File: config.mk
export PLATFORM = sky130hd
export DESIGN_NAME = serial_addr_filter
export DESIGN_NICKNAME = d
export VERILOG_FILES = /design/src/rtl/saf_pkg.sv /design/src/rtl/saf_classify.sv /design/src/rtl/saf_brk_fsm.sv /design/src/rtl/saf_gate_fsm.sv /design/src/rtl/serial_addr_filter.sv
export SDC_FILE = /design/constraint.sdc
export NUM_CORES = 1
export LEC_CHECK = 0
export CAP_MARGIN = 20
export CORE_ASPECT_RATIO = 1.1
export CORE_MARGIN = 4
export CORE_UTILIZATION = 44
export CTS_BUF_LIST = sky130_fd_sc_hd__clkbuf_4 sky130_fd_sc_hd__clkbuf_8
export CTS_CLUSTER_DIAMETER = 40
export CTS_CLUSTER_SIZE = 30
export DETAILED_ROUTE_END_ITERATION = 10
export DONT_BUFFER_PORTS = 1
export PLACE_DENSITY = 0.65
export SYNTH_ARGS = -nofsm -noshare
export SYNTH_HDL_FRONTEND = slang
export SYNTH_SLANG_ARGS = --single-unit
File: constraint.sdc
create_clock -name clk -period 1.3 [get_ports clk]
set_input_delay 0.26 -clock clk [delete_from_list [all_inputs] [get_ports clk]]
set_output_delay 0.26 -clock clk [all_outputs]
set_load 0.02 [all_outputs]
File: src/rtl/saf_pkg.sv
package saf_pkg;
    typedef enum logic [1:0] {
        MODE_NINTH      = 2'b00,
        MODE_SEARCH     = 2'b01,
        MODE_NINTH_CHAR = 2'b10,
        MODE_BRK_CHAR   = 2'b11
    } match_mode_e;

    typedef enum logic {
        GATE_DROP = 1'b0,
        GATE_PASS = 1'b1
    } gate_state_e;

    typedef enum logic {
        BRK_IDLE  = 1'b0,
        BRK_ARMED = 1'b1
    } brk_state_e;

    typedef struct packed {
        logic search;
        logic is_addr;
        logic hit;
    } word_class_t;
endpackage

File: src/rtl/saf_classify.sv
module saf_classify
    import saf_pkg::*;
#(
    parameter int DATA_W = 8
) (
    input  logic [DATA_W-1:0] data,
    input  logic              bit9,
    input  logic [DATA_W-1:0] cmp,
    input  logic [1:0]        mode,
    input  logic              armed,
    output word_class_t       cls
);
    localparam int CMP_BITS = DATA_W;

    logic [CMP_BITS-1:0] bit_eq;
    logic                eq;

    for (genvar g = 0; g < CMP_BITS; g++) begin : g_cmp
        assign bit_eq[g] = ~(data[g] ^ cmp[g]);
    end
    assign eq = &bit_eq;

    always_comb begin
        cls = '0;
        unique case (match_mode_e'(mode))
            MODE_NINTH: begin
                cls.is_addr = bit9;
                cls.hit     = bit9;
            end
            MODE_SEARCH: begin
                cls.search  = 1'b1;
                cls.hit     = eq;
            end
            MODE_NINTH_CHAR: begin
                cls.is_addr = bit9;
                cls.hit     = bit9 & eq;
            end
            MODE_BRK_CHAR: begin
                cls.is_addr = armed;
                cls.hit     = armed & eq;
            end
        endcase
    end
endmodule

File: src/rtl/saf_brk_fsm.sv
module saf_brk_fsm
    import saf_pkg::*;
(
    input  logic clk,
    input  logic rst_n,
    input  logic brk_pulse,
    input  logic word_vld,
    output logic armed
);
    brk_state_e st_q, st_d;

    always_comb begin
        st_d = st_q;
        unique case (st_q)
            BRK_IDLE:  if (brk_pulse) st_d = BRK_ARMED;
            BRK_ARMED: if (!brk_pulse && word_vld) st_d = BRK_IDLE;
        endcase
    end

    always_ff @(posedge clk or negedge rst_n) begin
        if (!rst_n) st_q <= BRK_IDLE;
        else        st_q <= st_d;
    end

    assign armed = (st_q == BRK_ARMED);


    brk_arm_chk: assert property (@(posedge clk) disable iff (!rst_n)
        brk_pulse |=> armed);
endmodule

File: src/rtl/saf_gate_fsm.sv
module saf_gate_fsm
    import saf_pkg::*;
(
    input  logic        clk,
    input  logic        rst_n,
    input  logic        accept,
    input  word_class_t cls,
    output logic        fwd
);
    gate_state_e st_q, st_d;
    logic        addr_evt;

    assign addr_evt = accept && cls.is_addr && !cls.search;

    always_comb begin
        st_d = st_q;
        unique case (st_q)
            GATE_DROP: if (addr_evt && cls.hit)  st_d = GATE_PASS;
            GATE_PASS: if (addr_evt && !cls.hit) st_d = GATE_DROP;
        endcase
    end

    always_ff @(posedge clk or negedge rst_n) begin
        if (!rst_n) st_q <= GATE_DROP;
        else        st_q <= st_d;
    end

    assign fwd = (st_q == GATE_PASS);


    gate_hold_chk: assert property (@(posedge clk) disable iff (!rst_n)
        !accept |=> $stable(fwd));
endmodule

File: src/rtl/serial_addr_filter.sv
module serial_addr_filter
    import saf_pkg::*;
#(
    parameter int DATA_W = 8
) (
    input  logic              clk,
    input  logic              rst_n,
    input  logic              word_vld,
    input  logic [DATA_W-1:0] word_data,
    input  logic              word_bit9,
    input  logic              brk_pulse,
    input  logic [DATA_W-1:0] cmp_char,
    input  logic [1:0]        mode_sel,
    input  logic              pend_clr,
    output logic              buf_wr,
    output logic [DATA_W-1:0] buf_data,
    output logic              addr_pend,
    output logic              match_irq,
    output logic              overrun
);
    word_class_t cls;
    logic        armed;
    logic        fwd;
    logic        accept;
    logic        refuse;
    logic        wr_d;
    logic        set_pend;

    assign accept   = word_vld && !addr_pend;
    assign refuse   = word_vld && addr_pend;
    assign wr_d     = accept && (cls.search || (!cls.is_addr && fwd));
    assign set_pend = accept && cls.hit;

    saf_classify #(.DATA_W(DATA_W)) classify_i (
        .data  (word_data),
        .bit9  (word_bit9),
        .cmp   (cmp_char),
        .mode  (mode_sel),
        .armed (armed),
        .cls   (cls)
    );

    saf_brk_fsm brk_i (
        .clk       (clk),
        .rst_n     (rst_n),
        .brk_pulse (brk_pulse),
        .word_vld  (word_vld),
        .armed     (armed)
    );

    saf_gate_fsm gate_i (
        .clk    (clk),
        .rst_n  (rst_n),
        .accept (accept),
        .cls    (cls),
        .fwd    (fwd)
    );

    always_ff @(posedge clk or negedge rst_n) begin
        if (!rst_n) begin
            buf_wr    <= 1'b0;
            buf_data  <= '0;
            match_irq <= 1'b0;
            addr_pend <= 1'b0;
            overrun   <= 1'b0;
        end else begin
            buf_wr    <= wr_d;
            match_irq <= set_pend;
            if (wr_d) buf_data <= word_data;
            if (set_pend)      addr_pend <= 1'b1;
            else if (pend_clr) addr_pend <= 1'b0;
            if (refuse)        overrun <= 1'b1;
            else if (pend_clr) overrun <= 1'b0;
        end
    end


    wr_follows_word_chk: assert property (@(posedge clk) disable iff (!rst_n)
        buf_wr |-> $past(word_vld));


    no_wr_when_pend_chk: assert property (@(posedge clk) disable iff (!rst_n)
        buf_wr |-> !$past(addr_pend));


    irq_sets_pend_chk: assert property (@(posedge clk) disable iff (!rst_n)
        match_irq |-> addr_pend);


    ovr_cause_chk: assert property (@(posedge clk) disable iff (!rst_n)
        $rose(overrun) |-> ($past(word_vld) && $past(addr_pend)));


    pend_clear_chk: assert property (@(posedge clk) disable iff (!rst_n)
        $fell(addr_pend) |-> $past(pend_clr));
endmodule

Yosys cells after proc, flatten, opt, wreduce, memory -nomap -nowiden --
Index checks and enable logic that the tools add are counted. W data, S select, Z words.
Storage, ports and cells: register bits after elaboration 14, word-level logic and storage cells 63, bits of input ports 24, output and inout port bits 12
Operators by class: muxes and demuxes 12, equality and inequality tests 3, bitwise gates (word level) 20, reductions and logical operators 21
Operators with widths (count):
- $logic_and A1 B1 Y1 | 10
- $not A1 Y1 | 10
- $mux W1 | 8
- $reduce_and A8 Y1 | 1
- $xor A1 B1 Y1 | 8
- $pmux W1 S2 | 3
- $logic_not A1 Y1 | 5
- $eq A2 B2 Y1 const B | 2
- $pmux W1 S4 | 1
- $reduce_bool A2 Y1 | 2
- $and A1 B1 Y1 | 2
- $eq A2 B1 Y1 const B | 1
- $logic_not A2 Y1 | 1
- $reduce_or A2 Y1 | 1
- $logic_or A1 B1 Y1 | 1

Logic depth before layout (Yosys ltp) --
depth after elaboration 9, depth in mapped cells 4, mapped depth without buffers 4

By module --
From an unflattened synthesis, not the netlist that was laid out.
Second synthesis, totals: cells, all modules 55, area total of the unflattened synthesis 705.7 um2
By module, submodules not included:
- serial_addr_filter | instances 1, cells an instance 30, area each 467.9 um2, seq. area each 300.3 um2
- saf_classify | instances 1, cells an instance 19, area each 141.4 um2, seq. area each 0.0 um2
- saf_gate_fsm | instances 1, cells an instance 3, area each 60.1 um2, seq. area each 25.0 um2
- saf_brk_fsm | instances 1, cells an instance 3, area each 36.3 um2, seq. area each 25.0 um2

Worst setup path after synthesis --
Ideal clock, no wire load.
path type flip-flop to flip-flop, start point register addr_pend, end point register with a tool-made name, setup slack 17 ps, stages on the path, launching flop included 5, library setup time 88 ps, data arrival time 1194 ps, required time 1212 ps, buffers on the path 0, clock period less this slack 1283 ps, cells stage by stage dfrtp_1 > nand2b_1 > nor4_1 > nand3_1 > a41oi_1
RTL lines:
- start, declared | RTL line serial_addr_filter.sv:17 | output logic addr_pend,
- start signal, assigned | RTL line serial_addr_filter.sv:64 | addr_pend <= 1'b0;
- start signal, assigned | RTL line serial_addr_filter.sv:70 | if (set_pend) addr_pend <= 1'b1;
- start signal, assigned | RTL line serial_addr_filter.sv:71 | else if (pend_clr) addr_pend <= 1'b0;

==> summary.txt <==
Setup path
  – Endpoint type of the worst setup path: register
  – Data required time at the worst endpoint: 1.47 ns
  – Max FO, Critical Path: 4
  – Kind of critical path: reg2reg
  – Arrival time at the worst endpoint: 1.48 ns
  – Kind of start point of the critical path: register

Yosys
  – FF+latch count, synth: 14
  – Yosys warns: 0
  – Cells taking the most area after synthesis: sky130_fd_sc_hd__dfrtp_1, sky130_fd_sc_hd__mux2_2, sky130_fd_sc_hd__xor2_1, sky130_fd_sc_hd__nand2b_1, sky130_fd_sc_hd__o21ai_4
  – Post-synthesis sequential area ratio: between 50% and 60%
  – Mapped Area: 684 µm²
  – Number of nets produced by synthesis: 83
  – Post-Synthesis Cells: 59
  – Average cell area after synthesis: 11.6 µm²
  – Post-synthesis cell type count: 20
  – Top cell type by total area after synthesis: sky130_fd_sc_hd__dfrtp_1
  – Proportion of netlist area held by the largest area contributor: 51.2%

STA
  – Worst Tran Pin Value: 0.595 ns
  – Clock period minus final worst setup slack: 1.32 ns
  – Setup TNS Final: -0.0514 ns
  – Unrepaired setup endpoints after global routing: true
  – Final Hold Violating Endpoints: 0
  – Setup WS post-layout: -0.0162 ns
  – Final Max Slew Viols: 0
  – Slew Limit Headroom: 60.2%
  – Final setup fails: 8
  – Final period utilization: 101%
  – Clock tree skew after final layout: around 0.0026 ns
  – Highest Clock Rate: 760 MHz

Power
  – Internal portion of total power: 819 µW
  – Comb power frac: 17.9%
  – Switch share: 31.5%
  – Worst VDD drop: 0.000869 V
  – Net switching component of the power: 377 µW
  – Flop pwr share: 56.4%
  – Clock network power share: 25.7%
  – Cell leakage power: 0.000403 µW
  – Power density over cell area: between 1000 and 1500 nW/µm²

Floorplanning
  – Chip width: 45.6 µm
  – DIE AREA: about 2300 µm²
  – Core Region: 1420 µm²
  – Initial Utilization: 48.2%
  – Top-level I/O count: 36
  – Total number of placement rows: 14
  – Vertical die dimension: 49.4 µm

Status
  – Violated checks: setup timing
  – Outcome: finished, violations left

Global routing
  – Total track usage: 15.0%
  – Largest net degree at the start of global routing: 15
  – Vias in the first global route: 546
  – Overflow left after global routing: 0
  – Antenna violations before repair: 0
  – Global-route wire length before repair: around 2400 µm

Drt
  – Avg Vias per Cell: 5.59
  – DR pass1 iterations: 2
  – Wire length per cell after detailed routing: between 15 and 20 µm
  – DRC viols: 0
  – Post-route ant nets: 0
  – Vias: 481
  – Final WL: about 1400 µm
  – Drt initial violations: 1

Layout
  – Fraction of layout instances using a drive strength above 1: 44.3%
  – Area Growth Syn to Fin: 29.3%
  – Diode insertion count for antenna repair: 0
  – Commonest cells after routing, fill and taps aside: sky130_fd_sc_hd__dfrtp_1, sky130_fd_sc_hd__xor2_1, sky130_fd_sc_hd__mux2_2, sky130_fd_sc_hd__buf_4
  – Number of fillers in the final layout: 119
  – Nets: 95
  – Most frequent standard cell in the layout excluding fill and tap cells: sky130_fd_sc_hd__dfrtp_1

Run
  – Max_cap viols: 0

Clock network
  – Maximum buffer depth of the clock tree: 2
  – # clock sinks: 14
  – CTS buffer count: 3
  – Clock tree root buffer cell: sky130_fd_sc_hd__clkbuf_4
  – Clock network latency to the later pin of the worst-skew pair: 0.28 ns
  – CTS H-Tree Depth: 1
  – CTS tree: built
  – Clock transition time at the flip-flop clock pins of the worst setup and hold paths: 0.08 ns

Hold path
  – Type of the most critical hold path: in2reg

Place
  – Port Buffers: 0
  – GP Congestion: between 0.8 and 0.9
  – Post-detail-place hpwl: 1060 µm
  – Worst slack, placed: -0.0642 ns
-- flip-flops by register name, summed over array words and instances (netlist names), named ones only --
register	flops
addr_pend	1
buf_data	8
match_irq	1
overrun	1
brk_i.armed	1
buf_wr	1
-- critical path, cell delays in order, from the launching register on --
cell                      delay [ns]
sky130_fd_sc_hd__dfrtp_1        0.43
sky130_fd_sc_hd__nor3b_4        0.34
sky130_fd_sc_hd__o21ai_4        0.13
sky130_fd_sc_hd__mux2_4         0.31
-- routing by layer --
layer | track usage, % | share of wire, % | up-vias
li1 | - | - | 227
met1 | 16.6 | 36 | 228
met2 | 23.7 | 51 | 22
met3 | 5.54 | 11 | 4
met4 | 8.78 | 2.2 | 0
met5 | 0 | 0 | -
-- path summary, 6_finish.rpt --
check                                from     endpoint  cells past startpoint  slack (ns)
worst max register to register   register  buf_data[4]                      3       -0.02
max in group asynchronous           rst_n  brk_i.armed                      1        0.49
worst min register to register    overrun      overrun                      2        0.65
min in group asynchronous           rst_n  buf_data[2]                      1        0.42
worst min-delay path            brk_pulse  brk_i.armed                      1        0.08
worst max-delay path             register  buf_data[4]                      3       -0.02
-- final cells by class --
| cell class | count | area (µm²) | area share [%] |
|---|---|---|---|
| sequential | 14 | 350 | 39.6 |
| inverter | 3 | 11.3 | 1.27 |
| timing repair buffer | 6 | 51.3 | 5.80 |
| multi-input combinational | 43 | 415 | 47.0 |
| clock buffer | 4 | 36.3 | 4.10 |
| tap | 16 | 20.0 | 2.26 |
-- power groups by stage --
stage / logic (µW) / clock network [µW] / registers (µW)
6_report: 214 / 308 / 675
4_1_cts: 212 / 317 / 679
3_3_place_gp: 152 / 0 / 681
2_1_floorplan: 129 / 0 / 666
5_1_grt: 236 / 339 / 692
3_5_place_dp: 157 / 0 / 682
-- what timing repair did --
action | in CTS | in global routing
pin swaps | 5 | 5
gates cloned | 1 | 0
setup endpoints to repair | 11 | 11
hold buffers | 1 | 0
resized for setup | 12 | 4
hold endpoints to repair | 14 | 0
setup buffers | 0 | 1
-- through the flow --
step                std cells  hold WS [ns]  area (µm²)  utilization (%)  power, µW
global route               86        0.0545         885             62.3       1270
CTS                        85        0.0681         865             60.9       1210
floorplan                  59       -0.0356         684                -        794
global placement           79       -0.0353         734             51.8        833
finish                     86        0.0752         885             62.3       1200
detailed placement         79       -0.0353         734             51.8        840
-- Yosys cell counts (all sizes together) --
cell,n
a21boi,1
a21o,1
a21oi,2
a41oi,1
and3b,1
dfrtp,14
inv,3
mux2,8
nand2,4
nand2b,4
nand3,3
nor2,2
nor3,1
nor3b,1
nor4,2
o21ai,2
or3,1
xor2,8
-- kinds of logic after synthesis --
group           Yosys count  synth area share (%)
simple gates             19                  15.0
buf+inv                   3                  1.65
flops                    14                  51.2
compound gates            7                  8.78
xor+xnor                  8                  10.2
mux                       8                  13.2
(Power assumes the default switching activity.)
